--- config.mk ---
export PLATFORM = sky130hd
export DESIGN_NAME = acc_alu
export DESIGN_NICKNAME = d
export VERILOG_FILES = /design/src/rtl/acc_alu_pkg.sv /design/src/rtl/acc_alu_arith.sv /design/src/rtl/acc_alu_bitops.sv /design/src/rtl/acc_alu.sv
export SDC_FILE = /design/constraint.sdc
export NUM_CORES = 1
export LEC_CHECK = 0
export BUFFER_PORTS_ARGS = -buffer_cell sky130_fd_sc_hd__buf_2
export CORE_UTILIZATION = 45
export CTS_BUF_LIST = sky130_fd_sc_hd__clkbuf_16
export DETAILED_ROUTE_END_ITERATION = 7
export HOLD_SLACK_MARGIN = 0.05
export SLEW_MARGIN = 10
export SYNTH_ARGS = -nofsm -noshare
export SYNTH_HDL_FRONTEND = slang
export SYNTH_SLANG_ARGS = --single-unit
--- constraint.sdc ---
create_clock -name clk -period 5.5 [get_ports clk]
set_clock_uncertainty 0.15 [all_clocks]
set_input_delay 1.1 -clock clk [delete_from_list [all_inputs] [get_ports clk]]
set_output_delay 1.1 -clock clk [all_outputs]
set_load 0.005 [all_outputs]
--- src/rtl/acc_alu_pkg.sv ---
package acc_alu_pkg;

    localparam int OP_W = 5;

    typedef enum logic [OP_W-1:0] {
        OP_LOAD = 5'd0,
        OP_ADD  = 5'd1,
        OP_ADC  = 5'd2,
        OP_SUB  = 5'd3,
        OP_SBB  = 5'd4,
        OP_CMP  = 5'd5,
        OP_INC  = 5'd6,
        OP_DEC  = 5'd7,
        OP_AND  = 5'd8,
        OP_OR   = 5'd9,
        OP_XOR  = 5'd10,
        OP_CPL  = 5'd11,
        OP_RLC  = 5'd12,
        OP_RRC  = 5'd13,
        OP_RAL  = 5'd14,
        OP_RAR  = 5'd15,
        OP_STC  = 5'd16,
        OP_CMC  = 5'd17
    } alu_op_e;

    typedef struct packed {
        logic s;
        logic z;
        logic c;
        logic p;
        logic ac;
    } alu_flags_t;

    typedef struct packed {
        logic use_arith;
        logic wr_acc;
        logic upd_szp;
        logic upd_c;
        logic upd_ac;
    } alu_ctl_t;

    function automatic alu_ctl_t decode_ctl(input alu_op_e op);
        alu_ctl_t k;
        k = '0;
        case (op)
            OP_LOAD: k.wr_acc = 1'b1;
            OP_ADD, OP_ADC, OP_SUB, OP_SBB:
                k = '{use_arith: 1'b1, wr_acc: 1'b1, upd_szp: 1'b1, upd_c: 1'b1, upd_ac: 1'b1};
            OP_CMP:
                k = '{use_arith: 1'b1, wr_acc: 1'b0, upd_szp: 1'b1, upd_c: 1'b1, upd_ac: 1'b1};
            OP_INC, OP_DEC:
                k = '{use_arith: 1'b1, wr_acc: 1'b1, upd_szp: 1'b1, upd_c: 1'b0, upd_ac: 1'b1};
            OP_AND, OP_OR, OP_XOR:
                k = '{use_arith: 1'b0, wr_acc: 1'b1, upd_szp: 1'b1, upd_c: 1'b1, upd_ac: 1'b1};
            OP_CPL: k.wr_acc = 1'b1;
            OP_RLC, OP_RRC, OP_RAL, OP_RAR: begin
                k.wr_acc = 1'b1;
                k.upd_c  = 1'b1;
            end
            OP_STC, OP_CMC: k.upd_c = 1'b1;
            default: k = '0;
        endcase
        return k;
    endfunction

    function automatic logic is_rotate(input alu_op_e op);
        return (op == OP_RLC) || (op == OP_RRC) || (op == OP_RAL) || (op == OP_RAR);
    endfunction

endpackage

--- src/rtl/acc_alu_arith.sv ---
module acc_alu_arith
    import acc_alu_pkg::*;
#(
    parameter int WIDTH   = 8,
    parameter int AUX_BIT = 4
) (
    input  alu_op_e          op,
    input  logic [WIDTH-1:0] a,
    input  logic [WIDTH-1:0] b,
    input  logic             cin,
    output logic [WIDTH-1:0] res,
    output logic             cout,
    output logic             aux
);
    localparam int SUM_W = WIDTH + 1;
    localparam int LO_W  = AUX_BIT + 1;

    logic [WIDTH-1:0] addend;
    logic             carry_in;
    logic             borrow_sense;
    logic [SUM_W-1:0] sum_full;
    logic [LO_W-1:0]  sum_low;

    always_comb begin
        addend       = b;
        carry_in     = 1'b0;
        borrow_sense = 1'b0;
        case (op)
            OP_ADD: ;
            OP_ADC: carry_in = cin;
            OP_SUB, OP_CMP: begin
                addend       = ~b;
                carry_in     = 1'b1;
                borrow_sense = 1'b1;
            end
            OP_SBB: begin
                addend       = ~b;
                carry_in     = ~cin;
                borrow_sense = 1'b1;
            end
            OP_INC: begin
                addend   = '0;
                carry_in = 1'b1;
            end
            OP_DEC: addend = '1;
            default: ;
        endcase
    end

    assign sum_full = {1'b0, a} + {1'b0, addend} + {{WIDTH{1'b0}}, carry_in};
    assign sum_low  = {1'b0, a[AUX_BIT-1:0]} + {1'b0, addend[AUX_BIT-1:0]}
                    + {{AUX_BIT{1'b0}}, carry_in};

    assign res  = sum_full[WIDTH-1:0];
    assign cout = sum_full[WIDTH] ^ borrow_sense;
    assign aux  = sum_low[AUX_BIT];

endmodule

--- src/rtl/acc_alu_bitops.sv ---
module acc_alu_bitops
    import acc_alu_pkg::*;
#(
    parameter int WIDTH = 8
) (
    input  alu_op_e          op,
    input  logic [WIDTH-1:0] a,
    input  logic [WIDTH-1:0] b,
    input  logic             cin,
    output logic [WIDTH-1:0] res,
    output logic             cout
);
    localparam int MSB = WIDTH - 1;

    always_comb begin
        res  = a;
        cout = 1'b0;
        case (op)
            OP_LOAD: res = b;
            OP_AND:  res = a & b;
            OP_OR:   res = a | b;
            OP_XOR:  res = a ^ b;
            OP_CPL:  res = ~a;
            OP_RLC: begin
                res  = {a[MSB-1:0], a[MSB]};
                cout = a[MSB];
            end
            OP_RRC: begin
                res  = {a[0], a[MSB:1]};
                cout = a[0];
            end
            OP_RAL: begin
                res  = {a[MSB-1:0], cin};
                cout = a[MSB];
            end
            OP_RAR: begin
                res  = {cin, a[MSB:1]};
                cout = a[0];
            end
            OP_STC: cout = 1'b1;
            OP_CMC: cout = ~cin;
            default: cout = cin;
        endcase
    end

endmodule

--- src/rtl/acc_alu.sv ---
module acc_alu
    import acc_alu_pkg::*;
#(
    parameter int WIDTH   = 8,
    parameter int AUX_BIT = 4
) (
    input  logic             clk,
    input  logic             rst,
    input  logic             op_en,
    input  logic [OP_W-1:0]  op_code,
    input  logic [WIDTH-1:0] operand,
    output logic [WIDTH-1:0] acc_o,
    output logic             flag_sign,
    output logic             flag_zero,
    output logic             flag_carry,
    output logic             flag_parity,
    output logic             flag_aux
);
    localparam int MSB = WIDTH - 1;

    alu_op_e          op;
    alu_ctl_t         ctl;
    logic [WIDTH-1:0] acc_q;
    alu_flags_t       flags_q;
    alu_flags_t       flags_d;
    logic [WIDTH-1:0] arith_res;
    logic             arith_c;
    logic             arith_ac;
    logic [WIDTH-1:0] bit_res;
    logic             bit_c;
    logic [WIDTH-1:0] result;

    assign op  = alu_op_e'(op_code);
    assign ctl = decode_ctl(op);

    acc_alu_arith #(.WIDTH(WIDTH), .AUX_BIT(AUX_BIT)) u_arith (
        .op   (op),
        .a    (acc_q),
        .b    (operand),
        .cin  (flags_q.c),
        .res  (arith_res),
        .cout (arith_c),
        .aux  (arith_ac)
    );

    acc_alu_bitops #(.WIDTH(WIDTH)) u_bitops (
        .op   (op),
        .a    (acc_q),
        .b    (operand),
        .cin  (flags_q.c),
        .res  (bit_res),
        .cout (bit_c)
    );

    assign result = ctl.use_arith ? arith_res : bit_res;

    always_comb begin
        flags_d = flags_q;
        if (ctl.upd_szp) begin
            flags_d.s = result[MSB];
            flags_d.z = ~|result;
            flags_d.p = ~^result;
        end
        if (ctl.upd_c)  flags_d.c  = ctl.use_arith ? arith_c : bit_c;
        if (ctl.upd_ac) flags_d.ac = ctl.use_arith ? arith_ac : 1'b0;
    end

    always_ff @(posedge clk) begin
        if (rst) begin
            acc_q   <= '0;
            flags_q <= '0;
        end else if (op_en) begin
            if (ctl.wr_acc) acc_q <= result;
            flags_q <= flags_d;
        end
    end

    assign acc_o       = acc_q;
    assign flag_sign   = flags_q.s;
    assign flag_zero   = flags_q.z;
    assign flag_carry  = flags_q.c;
    assign flag_parity = flags_q.p;
    assign flag_aux    = flags_q.ac;

    AST_RESET_CLEARS: assert property (@(posedge clk) rst |=> (acc_o == '0) && (flags_q == '0));
    AST_IDLE_HOLDS: assert property (@(posedge clk) disable iff (rst)
        !op_en |=> $stable(acc_o) && $stable(flags_q));
    AST_CMP_KEEPS_ACC: assert property (@(posedge clk) disable iff (rst)
        (op_en && op_code == OP_CMP) |=> $stable(acc_o));
    AST_STEP_KEEPS_CARRY: assert property (@(posedge clk) disable iff (rst)
        (op_en && (op_code == OP_INC || op_code == OP_DEC)) |=> $stable(flag_carry));
    AST_LOGIC_CLEARS_CARRY: assert property (@(posedge clk) disable iff (rst)
        (op_en && (op_code == OP_AND || op_code == OP_OR || op_code == OP_XOR))
        |=> !flag_carry && !flag_aux);
    AST_ZERO_MATCHES_ACC: assert property (@(posedge clk) disable iff (rst)
        (op_en && (op_code == OP_ADD || op_code == OP_SUB || op_code == OP_XOR))
        |=> flag_zero == (acc_o == '0));
    AST_ROTATE_ONLY_CARRY: assert property (@(posedge clk) disable iff (rst)
        (op_en && is_rotate(op)) |=> $stable(flag_sign) && $stable(flag_zero)
        && $stable(flag_parity) && $stable(flag_aux));
    AST_STC_SETS: assert property (@(posedge clk) disable iff (rst)
        (op_en && op_code == OP_STC) |=> flag_carry && $stable(acc_o));
    AST_CMC_FLIPS: assert property (@(posedge clk) disable iff (rst)
        (op_en && op_code == OP_CMC) |=> flag_carry != $past(flag_carry));
    AST_UNUSED_CODE: assert property (@(posedge clk) disable iff (rst)
        (op_en && op_code > OP_CMC) |=> $stable(acc_o) && $stable(flags_q));

endmodule

Word level (Yosys, flattened, before mapping)
Cells that the tools add are included.

operators by class
  $add $sub $neg = 4
  equality and inequality tests = 17
  muxes and demuxes = 12
  bitwise gates (word level) = 7
  reductions and logical operators = 17

operators by type and width
  operator                                                          number
  8-bit one-hot mux with 9 select lines                             1
  5-bit by 4-bit == test with 1-bit output (second input constant)  8
  8-bit one-hot mux with 3 select lines                             1
  5-bit by 3-bit == test with 1-bit output (second input constant)  4
  8-bit NOT                                                         2
  15-bit OR reduction                                               1
  14-bit OR reduction                                               1
  5-bit by 2-bit == test with 1-bit output (second input constant)  2
  5-bit == test (second input constant)                             2
  10-bit OR reduction                                               1
  8-bit by 8-bit adder with 9-bit output                            1
  9-bit by 1-bit adder with 9-bit output                            1
  8-bit AND                                                         1
  8-bit 2-to-1 mux                                                  1
  8-bit bitwise OR                                                  1
  8-bit OR reduction                                                1
  8-bit XNOR reduction                                              1
  8-bit XOR                                                         1
  1-bit 2-to-1 mux                                                  7
  7-bit OR reduction                                                1
  6-bit nonzero test                                                1
  3-bit OR reduction                                                2
  4-bit by 4-bit adder with 5-bit output                            1
  5-bit by 1-bit adder with 5-bit output                            1
  11 further kinds                                                  13

word-level totals
  register bits after elaboration = 13
  input bits = 16
  word-level logic and storage cells = 63

Longest topological paths before layout
Gate-level depths: netlist of the first run.

  depth after elaboration = 8
  gate-level depth with buffers = 22

By module
Synthesis of the first run repeated with hierarchy kept, for this count alone.

unflattened totals
  cell total of the unflattened synthesis = 318
  area total of the unflattened synthesis = 2478.6 µm²

modules (own cells, without submodules)
  module          instances  cells an instance  area an instance (µm²)  seq. area each (µm²)
  acc_alu_bitops  1          141                974.7                   0.0
  acc_alu         1          77                 795.8                   260.2
  acc_alu_arith   1          100                708.2                   0.0

Worst setup path after synthesis of the first run
No wires, ideal clock.

  path kind = input-to-reg
  from = in op_code[2]
  to = reg flags_q, in the netlist flag_parity
  setup time = 127 ps
  arrival = 4355 ps
  data required time = 5223 ps
  slack = 868 ps
  stages = 20
  cell sequence = buf_2 -> buf_2 -> buf_2 -> buf_2 -> a21oi_1 -> o221ai_1 -> fa_1 -> inv_1 -> fa_1 -> nor2b_1 -> o21bai_1 -> a31oi_1 -> xor2_1 -> a22oi_1 -> ha_1 -> xor2_1 -> xnor2_1 -> nor2_1 -> a21oi_1 -> nor2_1

between the ends
  word-level cells in the longest chain between the ends = 7

ends and longest elaborated chain
  element                                                                                                      RTL line                                RTL
  from (decl)                                                                                                  acc_alu.sv:10                           input logic [OP_W-1:0] op_code,
  5-bit by 2-bit == test with 1-bit output / 5-bit by 3-bit == test with 1-bit output (equally long branches)  acc_alu_pkg.sv:45, acc_alu_arith.sv:28
  3-bit OR reduction (no line)                                                                                 --
  8-bit one-hot mux with 3 select lines                                                                        acc_alu_arith.sv:28                     case (op)
  8-bit by 8-bit adder with 9-bit output                                                                       acc_alu_arith.sv:50                     assign sum_full = {1'b0, a} + {1'b0, addend} + {{WIDTH{1'b0}}, carry_in};
  9-bit by 1-bit adder with 9-bit output                                                                       acc_alu_arith.sv:50
  8-bit 2-to-1 mux                                                                                             acc_alu.sv:55                           assign result = ctl.use_arith ? arith_res : bit_res;
  8-bit XNOR reduction                                                                                         acc_alu.sv:62                           flags_d.p = ~^result;
  to (signal assigned)                                                                                         acc_alu.sv:74                           flags_q <= flags_d;
  to (decl)                                                                                                    acc_alu.sv:24                           alu_flags_t flags_q;

Parallel ways exist; a longest one is shown, timed or not.
A chain may end at the register's enable or synchronous reset.

Worst setup path in the final report of the first run
  from = in op_code[3]
  to = reg flags_q, in the netlist flag_parity

Same word-level chain as after synthesis.

==> results of run 1 <==
cells in the final DEF (no fill, tap or decap), drive strengths merged, types with 3 or more instances in the layout:
cell and n:
a21oi 25, a22oi 6, a311oi 3, a31o 4, a31oi 6, and2 5, buf 34, clkbuf 3
dfxtp 13, ha 27, inv 24, mux2i 11, nand2 25, nand2b 7, nand3 9, nand3b 3
nand4 6, nor2 35, nor2b 7, nor3 12, nor3b 4, o211ai 5, o21ai 16, o221ai 13
or2 4, xnor2 3, xor2 5
layout make-up:
type	count	share of cell area [%]
tap	70	3.25
clock buffer	3	2.79
sequential	13	9.67
multi-input combinational	283	73.9
inverter	24	3.35
timing repair buffer	34	6.88
clock inverter	1	0.139
worst max-delay path, cell delays in order:
cell	delay, ns
sky130_fd_sc_hd__buf_2	0.12
sky130_fd_sc_hd__or2_1	0.37
sky130_fd_sc_hd__nor2_1	0.19
sky130_fd_sc_hd__mux2i_1	0.09
sky130_fd_sc_hd__o221ai_1	0.25
sky130_fd_sc_hd__fa_1	0.27
sky130_fd_sc_hd__inv_1	0.07
sky130_fd_sc_hd__fa_1	0.37
sky130_fd_sc_hd__nor2b_1	0.20
sky130_fd_sc_hd__o21bai_1	0.11
sky130_fd_sc_hd__a31oi_1	0.21
sky130_fd_sc_hd__xor2_1	0.26
sky130_fd_sc_hd__a22oi_1	0.11
sky130_fd_sc_hd__ha_1	0.34
sky130_fd_sc_hd__xor2_1	0.17
sky130_fd_sc_hd__xnor2_1	0.15
sky130_fd_sc_hd__nor2_1	0.05
sky130_fd_sc_hd__a21oi_1	0.12
sky130_fd_sc_hd__nor2_1	0.05
per-stage QoR:
step           instance area [sq um]  util (%)
2_1_floorplan                   2440         -
3_3_place_gp                    2610      50.5
3_5_place_dp                    2610      50.5
4_1_cts                         2690      52.1
5_1_grt                         2690      52.1
6_report                        2690      52.1
logic make-up after synthesis:
group | Yosys count | share of synthesized area [%]
and+or+nand+nor | 128 | 27.6
AOI/OAI and AO/OA | 106 | 30.5
buffers and inverters | 45 | 7.93
adders and majority gates | 29 | 15.5
DFF | 13 | 10.6
muxes | 12 | 4.96
xor gates and xnor gates | 8 | 2.87
flip-flops by register name, indices dropped and copies added, names as in the netlist:
register     flops
flag_carry       1
flag_zero        1
acc_o            8
flag_sign        1
flag_aux         1
flag_parity      1
where the power goes:
part / leakage [nW] / internal [mW] / switching (mW)
logic: 0.982 / 0.0931 / 0.136
registers: 0.106 / 0.101 / 0.0124
clock network: 0.0423 / 0.0961 / 0.0425
path summary, 6_finish.rpt:
path	to	cells past startpoint
worst max-delay path	flag_parity	19
worst min-delay path	flag_parity	2
worst max register to register	flag_parity	18
worst min register to register	flag_parity	2
metal layers:
| layer | part of all wire (%) | vias up |
|---|---|---|
| li1 | - | 1315 |
| met1 | 46 | 1279 |
| met2 | 42 | 125 |
| met3 | 6.9 | 28 |
| met4 | 4.9 | 0 |
| met5 | 0 | - |
==> summary.md, run 1 <==
The run finished with clean final reports. The boundary pin count was 29; the power density over the cells was 179 mW/mm^2. Counting flops and latches in the post-synthesis netlist gives 13. Met2 track demand over resource: 43.5%. The initial antenna violation count was 0; the buffer levels on the longest clock path was 2. In this run the horizontal extent of the chip is 75.7 um. The type of destination of the critical path was a flip-flop.

For the fraction of the yosys area taken by sequential cells, the log shows 10.6%. The netlist uses 69 different library cells. The share of the clock period used by the worst path after layout works out to 84.0%. The tools report the count of filler cells inserted in the layout as 533. The routability congestion estimate from global placement was 0.961. The tools report the detailed-route wire length as 8150 um. The area of the die was 0.00573 sq mm; the shortest period the worst path allows was 4.62 ns.

The async set-reset flop share out of synthesis came out at 0%. In this run the critical register-to-register path is launched from flag_carry. Global routing used 30.2% of the available tracks.

For the pin with the worst max-slew slack, the measured transition is 0.864 ns. The setup slack of the worst register-to-register path is 1.96 ns, and the pin count of the biggest net entering global routing is 33. The number of levels the H-tree was split into was 1. Area share of the largest cell type after synthesis: 13.8%. The worst slack after detailed placement came out at 0.624 ns.

The worst pin sits at a relative slew slack of 42.2%. For this run, the top clock speed supported by timing is 216 MHz. Clock tree synthesis inserted a total of 3 buffers. Summed over all failing endpoints, the final setup total negative slack is 0 ns. Most used standard cell by instance count after synthesis: sky130_fd_sc_hd__nor2_1. The number of enable flip-flop cells after synthesis was 0.

Routing usage on met1: 43.9%. Clock-pin slew was measured on the worst setup and hold paths at 0.04 ns. Averaged over all synthesized cells, the footprint is 7.17 sq um. Compared with the post-synthesis result, the final layout area differs by 10.1%.

The first global-routing pass estimated 12700 um of wire. In the final layout, the multi-input gates occupy 0.00199 sq mm. The tools report the count of antenna diodes in the layout as 0.

The core region is 0.00517 sq mm. TritonCTS built the clock tree. The tools report the starting density of the core as 47.3%. When the netlist entered floorplanning its net count stood at 386. The number of instances resized during post-cts repair came out at 0. The critical path starts at op_code[3]. The tools report the area of the mapped netlist as 0.00244 sq mm. The run gives 0 as the remaining number of nets flagged by the antenna check after routing.

In this run, placement finished with an instance count of 424. The run gives 0.102 mV as the maximum vdd drop. The average detailed-routed wire length per instance was 19.0 um; the number of optimization iterations in the first detailed-route pass was 5. The global route total overflow was 0; the detailed-route DRC error count was 0. The worst setup path is of the in2reg kind. The placed wire-length estimate after detailed placement is 6270 um, and the count of input and output buffers is 28. In this run the worst path has a maximum fanout of 12. Summed over all instances, the cell type with the most area after synthesis is sky130_fd_sc_hd__ha_1. The initialized floorplan defines 26 standard-cell rows. In the post-synthesis netlist, the biggest area contributors are sky130_fd_sc_hd__ha_1 14%, sky130_fd_sc_hd__dfxtp_1 11%, sky130_fd_sc_hd__nor2_1 5.4%. After synthesis, the most frequently instantiated cells are 35 x sky130_fd_sc_hd__nor2_1, 27 x sky130_fd_sc_hd__ha_1, 25 x sky130_fd_sc_hd__a21oi_1, 24 x sky130_fd_sc_hd__nand2_1, 21 x sky130_fd_sc_hd__inv_1.

Data on the critical path is required at its endpoint by 5.47 ns. Among all flip-flop cells after synthesis, the most frequent one is sky130_fd_sc_hd__dfxtp_1. The finished layout holds 428 standard cells, fillers aside. From bottom edge to top edge, the die measures 75.7 um.

The later pin in the worst-skew pair is clocked with a latency of 0.25 ns. The detailed router finished its first iteration with 285 violations. The element type at the critical path start was an input pin. For the worst setup path, the data arrival time is 4.59 ns.

Max-cap violations in this run came to 0. Clock tree root buffer cell: sky130_fd_sc_hd__clkbuf_16. Of the cells placed in the final design, the portion with a size suffix greater than 1 is 13.7%.

The total via count in the routed design came out at 2747. Overall power consumption after layout is estimated at 481 uW. Setup violations remaining at the end of the flow were counted as 0. The total of warnings raised by yosys is 0, and the count of final hold-check violations is 0. The number of pins with negative max-slew slack in the final report is 0, and the tightest hold margin is 0.333 ns. The number of global-route vias before repair was 2370.

The via density per instance was 6.42; the worst setup margin was 0.880 ns. The number of nets in the finished design came out at 404. The logs give 0 for the number of buffers inserted for hold repair after clock tree synthesis and 260 sq um for the sequential cell area in the final layout.

The type of the tightest min-delay check is reg2reg. Setup repair after global routing left no endpoint under its margin. In the global route stage, met3 resource usage came out at 3.31%. The startpoint of the lowest-slack hold path is flag_parity. Once the clock tree was built, the setup fixing pass inserted 0 buffers. The analysis attributes to cell leakage a power of 1.13 nW. Clock tree synthesis found a total of 13 sinks. In this run the most used layer during global routing was met1.

In the synthesized netlist, the number of instances is 341.
Note: power is estimated with default switching activity, not from simulation.
==> inputs of run 2 (changes only) <==
==> constraint.sdc (replaced) <==
create_clock -name clk -period 4.32 [get_ports clk]
set_clock_uncertainty 0.15 [all_clocks]
set_input_delay 0.864 -clock clk [delete_from_list [all_inputs] [get_ports clk]]
set_output_delay 0.864 -clock clk [all_outputs]
set_load 0.005 [all_outputs]
==> run 2 against run 1 <==
Total power grew 34%. Clock-buffer cell count is the same. Global-route usage grew 1.5 points. Cell area grew 7.2%. Die area is the same. Combinational power grew 41%. Largest power group unchanged.
==> summary.md, run 2 (same netlist as run 1, synthesis figures left out) <==
The number of nets in the finished design is 426 (+5.4%), and the remaining number of nets flagged by the antenna check after routing is 0 (unchanged). The number of clock buffers inserted by TritonCTS was 3 (unchanged). The boundary pin count was 29 (unchanged); the number of levels the H-tree was split into was 1 (unchanged). The count of final hold-check violations is 0 (unchanged). The worst setup path is launched from an input pin. The worst setup margin came out at 0.183 ns (-0.697 ns). The run gives 0 (unchanged) as the final number of setup-violating endpoints. The power share of the clock group is 27.3% (-1.5 points), and the clock insertion delay at the later pin of the skew report is 0.24 ns (about the same). The global routing usage summed across all routing layers is 31.6% (+1.5 points). The share of total power consumed by net switching was 39.1% (-0.52 points). The number of flip-flops under the largest register name came out at 8 (unchanged). For the number of global-route vias before repair, the log shows 2544 (+7.3%). The worst slack after detailed placement is -0.113 ns (-0.737 ns), and the required time of the critical path is 4.29 ns (-1.18 ns). The logs give 392 uW (+35%) for the internal power and 445 (+5.0%) for the number of placed instances with taps included. The post-synthesis to final-layout area growth works out to 18.1%. The run finished with clean final reports. The run gives 242 MHz as the top achievable clock speed. The power density over the cells is 223 mW/mm^2 (+25%). For the count of filler cells inserted in the layout, the log shows 499 (-6.4%). The type of the tightest min-delay check was reg2reg.

The detailed-route wire length was 8410 um (+3.2%); the maximum vdd drop was 0.166 mV (+63%). The run gives 450 (+5.1%) as the number of cells in the finished layout apart from fillers. The share of the clock period used by the worst path after layout is 95.8%. The run gives 47.3% (unchanged) as the starting density of the core.

The portion of total power attributed to sequential cells was 22.4% (-1.2 points); the site row count was 26 (unchanged). For the headroom to the max-slew limit, the log shows 46.0% (+3.8 points). The utilization after layout was 55.8% (+3.8 points). In the layout the commonest cells are 34 x sky130_fd_sc_hd__nor2_1, 28 x sky130_fd_sc_hd__buf_2, 28 x sky130_fd_sc_hd__buf_4, 27 x sky130_fd_sc_hd__ha_1. The static leakage was 1.24 nW (+9.9%). Buffer levels on the longest clock path: 2 (unchanged).

The logs give 0 (unchanged) for the number of pins with negative max-slew slack in the final report and 0 (unchanged) for the count of antenna diodes in the layout. The tools report the clock tree root buffer cell as sky130_fd_sc_hd__clkbuf_16. Routability congestion estimate from global placement: 0.995 (+3.6%). Global route total overflow: 0 (unchanged). For the violation count after the first detailed-route iteration, the log shows 283 (-0.70%). The run gives 0 (unchanged) as the number of buffers inserted for hold repair after clock tree synthesis. Counting I/O delays and the setup requirement, the final critical path takes 4.14 ns. The switching power total came out at 252 uW (+32%). STA classifies the critical path endpoint as a flip-flop. The wire length of the first global-routing pass is 13400 um (+5.6%).

The count of input and output buffers was 28 (unchanged); the via density per instance was 6.24 (-2.7%). The type of the worst setup path is in2reg. CTS clock-pin slew for the worst setup and hold paths: 0.05 ns (about the same). The average detailed-routed wire length per instance was 18.7 um (-1.8%).

TritonCTS built the clock tree. The maximum net fanout on the critical path works out to 5 (-7). The measured slew at the worst slew-check pin was 0.807 ns (-0.0570 ns); the placed wire-length estimate after detailed placement was 6420 um (+2.4%). For the combinational group share of total power, the log shows 50.3% (+2.7 points). The ratio of cells with drive above 1 in the final layout is 20.8% (+7.1 points), and the vertical die dimension is 75.7 um (unchanged). The run gives 2810 (+2.3%) as the total via count in the routed design. The clock sink count came out at 13 (unchanged). The initial antenna violation count was 0 (unchanged).

The number of optimization iterations in the first detailed-route pass is 7 (+2), and the horizontal extent of the die is 75.7 um (unchanged). The pin count of the biggest net entering global routing came out at 25 (-24%). The area of the die is 0.00573 sq mm (unchanged), and the floorplan core area is 0.00517 sq mm (unchanged).

The library cell used most frequently in the layout, excluding fill and tap cells, is sky130_fd_sc_hd__nor2_1. Number of max-cap violations: 0 (unchanged). Detailed-route DRC error count: 0 (unchanged).

The critical path arrival came out at 4.11 ns (-0.48 ns).
==> run 2: worst max-delay path, stage by stage <==
cell	delay [ns]
sky130_fd_sc_hd__buf_2	0.11
sky130_fd_sc_hd__or2_4	0.28
sky130_fd_sc_hd__nor2_2	0.12
sky130_fd_sc_hd__mux2i_1	0.09
sky130_fd_sc_hd__o221ai_2	0.19
sky130_fd_sc_hd__fa_2	0.26
sky130_fd_sc_hd__inv_1	0.06
sky130_fd_sc_hd__fa_1	0.40
sky130_fd_sc_hd__nor2b_2	0.17
sky130_fd_sc_hd__o21bai_1	0.12
sky130_fd_sc_hd__a31oi_1	0.24
sky130_fd_sc_hd__xor2_1	0.22
sky130_fd_sc_hd__a22oi_1	0.10
sky130_fd_sc_hd__ha_1	0.32
sky130_fd_sc_hd__xor2_1	0.17
sky130_fd_sc_hd__xnor2_1	0.15
sky130_fd_sc_hd__nor2_1	0.06
sky130_fd_sc_hd__a21oi_1	0.12
sky130_fd_sc_hd__nor2_1	0.05
==> run 2: layer usage <==
metal / GRT usage [%] / wire (um) / up-vias
li1: - / - / 1357
met4: 6.58 / 184 / 0
met1: 45.0 / 3920 / 1292
met2: 49.2 / 3660 / 141
met5: 0 / 0 / -
met3: 6.61 / 650 / 20
==> run 2: timing repair <==
item | in CTS | in global routing
resized for setup | 0 | 8
endpoints found under the setup margin | 0 | 1
buffers inserted | 0 | 1
==> run 2: through the flow <==
| step | setup TNS (ns) | cell area, sq um | hold slack, ns | total power, mW |
|---|---|---|---|---|
| final | 0 | 2890 | 0.335 | 0.644 |
| after global routing | -0.0223 | 2890 | 0.387 | 0.687 |
| after CTS | 0 | 2860 | 0.338 | 0.634 |
| after detailed placement | -0.113 | 2780 | 0.323 | 0.457 |
| after global placement | -0.0742 | 2780 | 0.315 | 0.455 |
| after floorplan | 0 | 2460 | 0.328 | 0.352 |
==> run 2: worst paths after layout <==
kind	from	endpoint	slack, ns	cells after the start
worst max register to register	flag_carry	flag_parity	0.70	18
worst min-delay path	flag_parity	flag_parity	0.33	2
worst max-delay path	op_code[4]	flag_parity	0.18	19
worst min register to register	flag_parity	flag_parity	0.33	2
==> run 2: layout make-up <==
class | instances | area, sq um | share of cell area (%)
tap | 70 | 87.6 | 3.03
timing repair buffer | 56 | 350 | 12.1
clock buffer | 3 | 75.1 | 2.60
sequential | 13 | 260 | 9.01
clock inverter | 1 | 3.75 | 0.130
inverter | 24 | 90.1 | 3.12
multi-input combinational | 283 | 2020 | 70.0
==> run 2: power by group through the flow <==
stage	registers [mW]	clock network (mW)	logic (mW)
after floorplan	0.141	0	0.211
after global placement	0.147	0	0.308
after detailed placement	0.146	0	0.310
after CTS	0.144	0.177	0.313
after global routing	0.146	0.183	0.358
final	0.144	0.176	0.324
==> inputs of run 3 (changes only) <==
--- a/config.mk
+++ b/config.mk
@@ -5,11 +5,12 @@
 export SDC_FILE = /design/constraint.sdc
 export NUM_CORES = 1
 export LEC_CHECK = 0
-export BUFFER_PORTS_ARGS = -buffer_cell sky130_fd_sc_hd__buf_2
+export BUFFER_PORTS_ARGS = -buffer_cell sky130_fd_sc_hd__buf_4
 export CORE_UTILIZATION = 45
 export CTS_BUF_LIST = sky130_fd_sc_hd__clkbuf_16
 export DETAILED_ROUTE_END_ITERATION = 7
 export HOLD_SLACK_MARGIN = 0.05
+export SETUP_SLACK_MARGIN = 0.4
 export SLEW_MARGIN = 10
 export SYNTH_ARGS = -nofsm -noshare
 export SYNTH_HDL_FRONTEND = slang
==> run 3 against run 2 <==
Via count is 0.78% lower. Global-route usage decreased by 1.4 points. Setup slack improved by 0.24 ns. Non-clock buffer count decreased by 4. Clock-buffer cell count did not move. Combinational power is essentially flat. Fmax grew 6.1%. Highest routed layer unchanged. Largest power group unchanged. Cell count decreased by 0.89%. Hold slack better by 0.0045 ns. Die area stayed put. First-iteration DRC count is 9.5% lower.
==> summary.md, run 3 (same netlist as run 1, synthesis figures left out) <==
Placed wire-length estimate after detailed placement: 6250 um (-2.7%). The library cell used most frequently in the layout, excluding fill and tap cells, is sky130_fd_sc_hd__buf_4. The internal power was 398 uW (+1.4%).

TritonCTS built the clock tree. For the portion of total power attributed to sequential cells, the log shows 22.3% (about the same). The power density over the cells came out at 220 mW/mm^2 (-1.4%). The detailed-route DRC error count was 0 (unchanged); the number of flip-flops under the largest register name was 8 (unchanged).

The final number of setup-violating endpoints was 0 (unchanged). For the number of pins with negative max-slew slack in the final report, the log shows 0 (unchanged). The maximum cell stage delay along the critical path is 0.34 ns (-0.06 ns).

The site row count is 26 (unchanged). The post-synthesis to final-layout area growth was 20.4%. The run gives 0 (unchanged) as the initial antenna violation count.

The tools report the required time of the critical path as 4.30 ns (about the same). The vertical die dimension came out at 75.7 um (unchanged). The tools report the routability congestion estimate from global placement as 0.977 (-1.8%). The tools report the global route total overflow as 0 (unchanged). The tools report the number of levels the H-tree was split into as 1 (unchanged). The library cells used most frequently in the layout, excluding fill and tap cells, are 51 x sky130_fd_sc_hd__buf_4, 33 x sky130_fd_sc_hd__nor2_1, 27 x sky130_fd_sc_hd__ha_1, 24 x sky130_fd_sc_hd__a21oi_1, 23 x sky130_fd_sc_hd__nand2_1. Via density per instance: 6.25 (+0.11%).

Setup repair after global routing could not meet its margin everywhere. The type of the worst setup path was in2reg. The average detailed-routed wire length per instance is 18.6 um (-0.41%), and the number of optimization iterations in the first detailed-route pass is 5 (-2).

The buffer levels on the longest clock path was 2 (unchanged); the global routing usage summed across all routing layers was 30.3% (-1.4 points). The remaining number of nets flagged by the antenna check after routing was 0 (unchanged); the CTS clock-pin slew for the worst setup and hold paths was 0.04 ns (about the same). The switching power total was 250 uW (-0.93%). Pin count of the biggest net entering global routing: 29 (+16%). The combinational group share of total power came out at 50.2% (about the same).

Top cell family by delay on the critical path: adder cells. The number of clock buffers inserted by TritonCTS was 3 (unchanged); the share of total power consumed by net switching was 38.6% (-0.55 points). The number of buffers inserted for hold repair after clock tree synthesis is 0 (unchanged).

For the clock sink count, the log shows 13 (unchanged). The critical path arrival was 3.88 ns (-0.23 ns); the wire length of the first global-routing pass was 12600 um (-6.4%). The logs give 440 (-1.1%) for the number of placed instances with taps included and 0.25 ns (about the same) for the clock insertion delay at the later pin of the skew report.

The shortest period the worst path allows was 3.90 ns (-0.238 ns); the number of max-cap violations was 0 (unchanged). The tools report the violation count after the first detailed-route iteration as 256 (-9.5%). The total via count in the routed design is 2788 (-0.78%). The placement-stage cell area is 0.00283 sq mm (+1.9%).

For the power share of the clock group, the log shows 27.4% (about the same). For the area of the die, the log shows 0.00573 sq mm (unchanged). The element type at the critical path start was an input pin. The static leakage is 1.24 nW (-0.29%). The signal on the critical path passes through buf_4, or2_4, nor2_4, mux2i_1, o221ai_2, fa_2, inv_1, fa_2, nor2b_2, o21bai_1, a31oi_1, xor2_1, a22oi_1, ha_1, xor2_1, xnor2_1, nor2_1, a21oi_1, nor2_1. The maximum net fanout on the critical path works out to 7 (+2).

The tools report the starting density of the core as 47.3% (unchanged). The number of buffers and inverters on the critical path is 2 (unchanged). The ratio of cells with drive above 1 in the final layout came out at 20.7% (-0.045 points). The tools report the total negative slack as 0 ns (unchanged). For the count of antenna diodes in the layout, the log shows 0 (unchanged). On the critical path, the stage with the largest delay is an instance of sky130_fd_sc_hd__fa_2. The detailed-route wire length came out at 8300 um (-1.3%). The top achievable clock speed came out at 256 MHz (+6.1%). The clock tree root buffer cell is sky130_fd_sc_hd__clkbuf_16. Type of the tightest min-delay check: reg2reg. The maximum vdd drop is 0.222 mV (+34%), and the count of input and output buffers is 28 (unchanged).

The count of final hold-check violations came out at 0 (unchanged). The number of global-route vias before repair was 2437 (-4.2%). The tools report the final total power as 648 uW (+0.49%). The boundary pin count was 29 (unchanged). The run finished with clean final reports. The share of the clock period used by the worst path after layout is 90.3% (-5.5 points).

The type of destination of the critical path is a flip-flop. For the floorplan core area, the log shows 0.00517 sq mm (unchanged). The run gives 446 (-0.89%) as the number of cells in the finished layout apart from fillers. The tools report the post-route cell area as 0.00294 sq mm (+1.9%). The headroom to the max-slew limit was 43.9% (-2.1 points); the count of filler cells inserted in the layout was 515 (+3.2%).

The number of nets in the finished design is 422 (-0.94%), and the measured slew at the worst slew-check pin is 0.838 ns (+0.0312 ns). The horizontal extent of the die came out at 75.7 um (unchanged).
## run 3: changes by cell type in the layout (fill, tap and decap cells not counted), sizes merged
cell / delta
buf: -4
## run 3: worst paths after layout
kind | start | to | slack (ns) | cells after the start
worst min-delay path | flag_zero | flag_zero | 0.34 | 2
worst max-delay path | op_code[3] | flag_parity | 0.42 | 19
worst max register to register | flag_carry | flag_parity | 0.99 | 17
worst min register to register | flag_zero | flag_zero | 0.34 | 2
## run 3: through the flow
stage	hold WS, ns	util, %	setup WS, ns
after floorplan	0.328	-	0.264
after global placement	0.327	54.7	-0.0166
after detailed placement	0.332	54.7	-0.0292
after CTS	0.345	56.8	0.406
after global routing	0.378	56.9	0.204
final	0.339	56.9	0.421
## run 3: layout make-up
type | count | area (sq um) | area share, %
inverter | 24 | 90.1 | 3.06
timing repair buffer | 52 | 394 | 13.4
clock inverter | 1 | 3.75 | 0.128
sequential | 13 | 260 | 8.84
tap | 70 | 87.6 | 2.98
multi-input combinational | 283 | 2030 | 69.0
clock buffer | 3 | 75.1 | 2.55
## run 3: power by group through the flow
stage               Sequential (mW)  Combinational (mW)  Clock (mW)
floorplan                     0.141               0.217           0
global placement              0.147               0.311           0
detailed placement            0.147               0.312           0
CTS                           0.144               0.321       0.180
global route                  0.146               0.357       0.187
finish                        0.145               0.325       0.177
## run 3: repair_timing
| action | 4_1_cts | 5_1_grt |
|---|---|---|
| setup buffers | 2 | 0 |
| resized for setup | 5 | 1 |
| setup endpoints to repair | 1 | 1 |
| pin swaps | 3 | 1 |
## run 3: worst reg2reg max path: stages (launching register included)
cell                       delay [ns]
sky130_fd_sc_hd__dfxtp_1         0.47
sky130_fd_sc_hd__o21ai_0         0.14
sky130_fd_sc_hd__o21ai_1         0.17
sky130_fd_sc_hd__nor2_2          0.07
sky130_fd_sc_hd__fa_2            0.35
sky130_fd_sc_hd__buf_4           0.15
sky130_fd_sc_hd__a211oi_2        0.22
sky130_fd_sc_hd__o31ai_1         0.12
sky130_fd_sc_hd__buf_4           0.15
sky130_fd_sc_hd__o21ai_1         0.19
sky130_fd_sc_hd__o21ai_0         0.09
sky130_fd_sc_hd__and2_1          0.15
sky130_fd_sc_hd__ha_1            0.30
sky130_fd_sc_hd__xor2_1          0.16
sky130_fd_sc_hd__xnor2_1         0.13
sky130_fd_sc_hd__nor2_1          0.05
sky130_fd_sc_hd__a21oi_1         0.12
sky130_fd_sc_hd__nor2_1          0.05
## run 3: layer usage
metal	global-route usage [%]	part of all wire, %	vias to the layer above
met3	2.78	6.0	15
met4	8.64	1.5	0
met5	0	0	-
li1	-	-	1350
met2	50.5	48	110
met1	41.6	45	1313
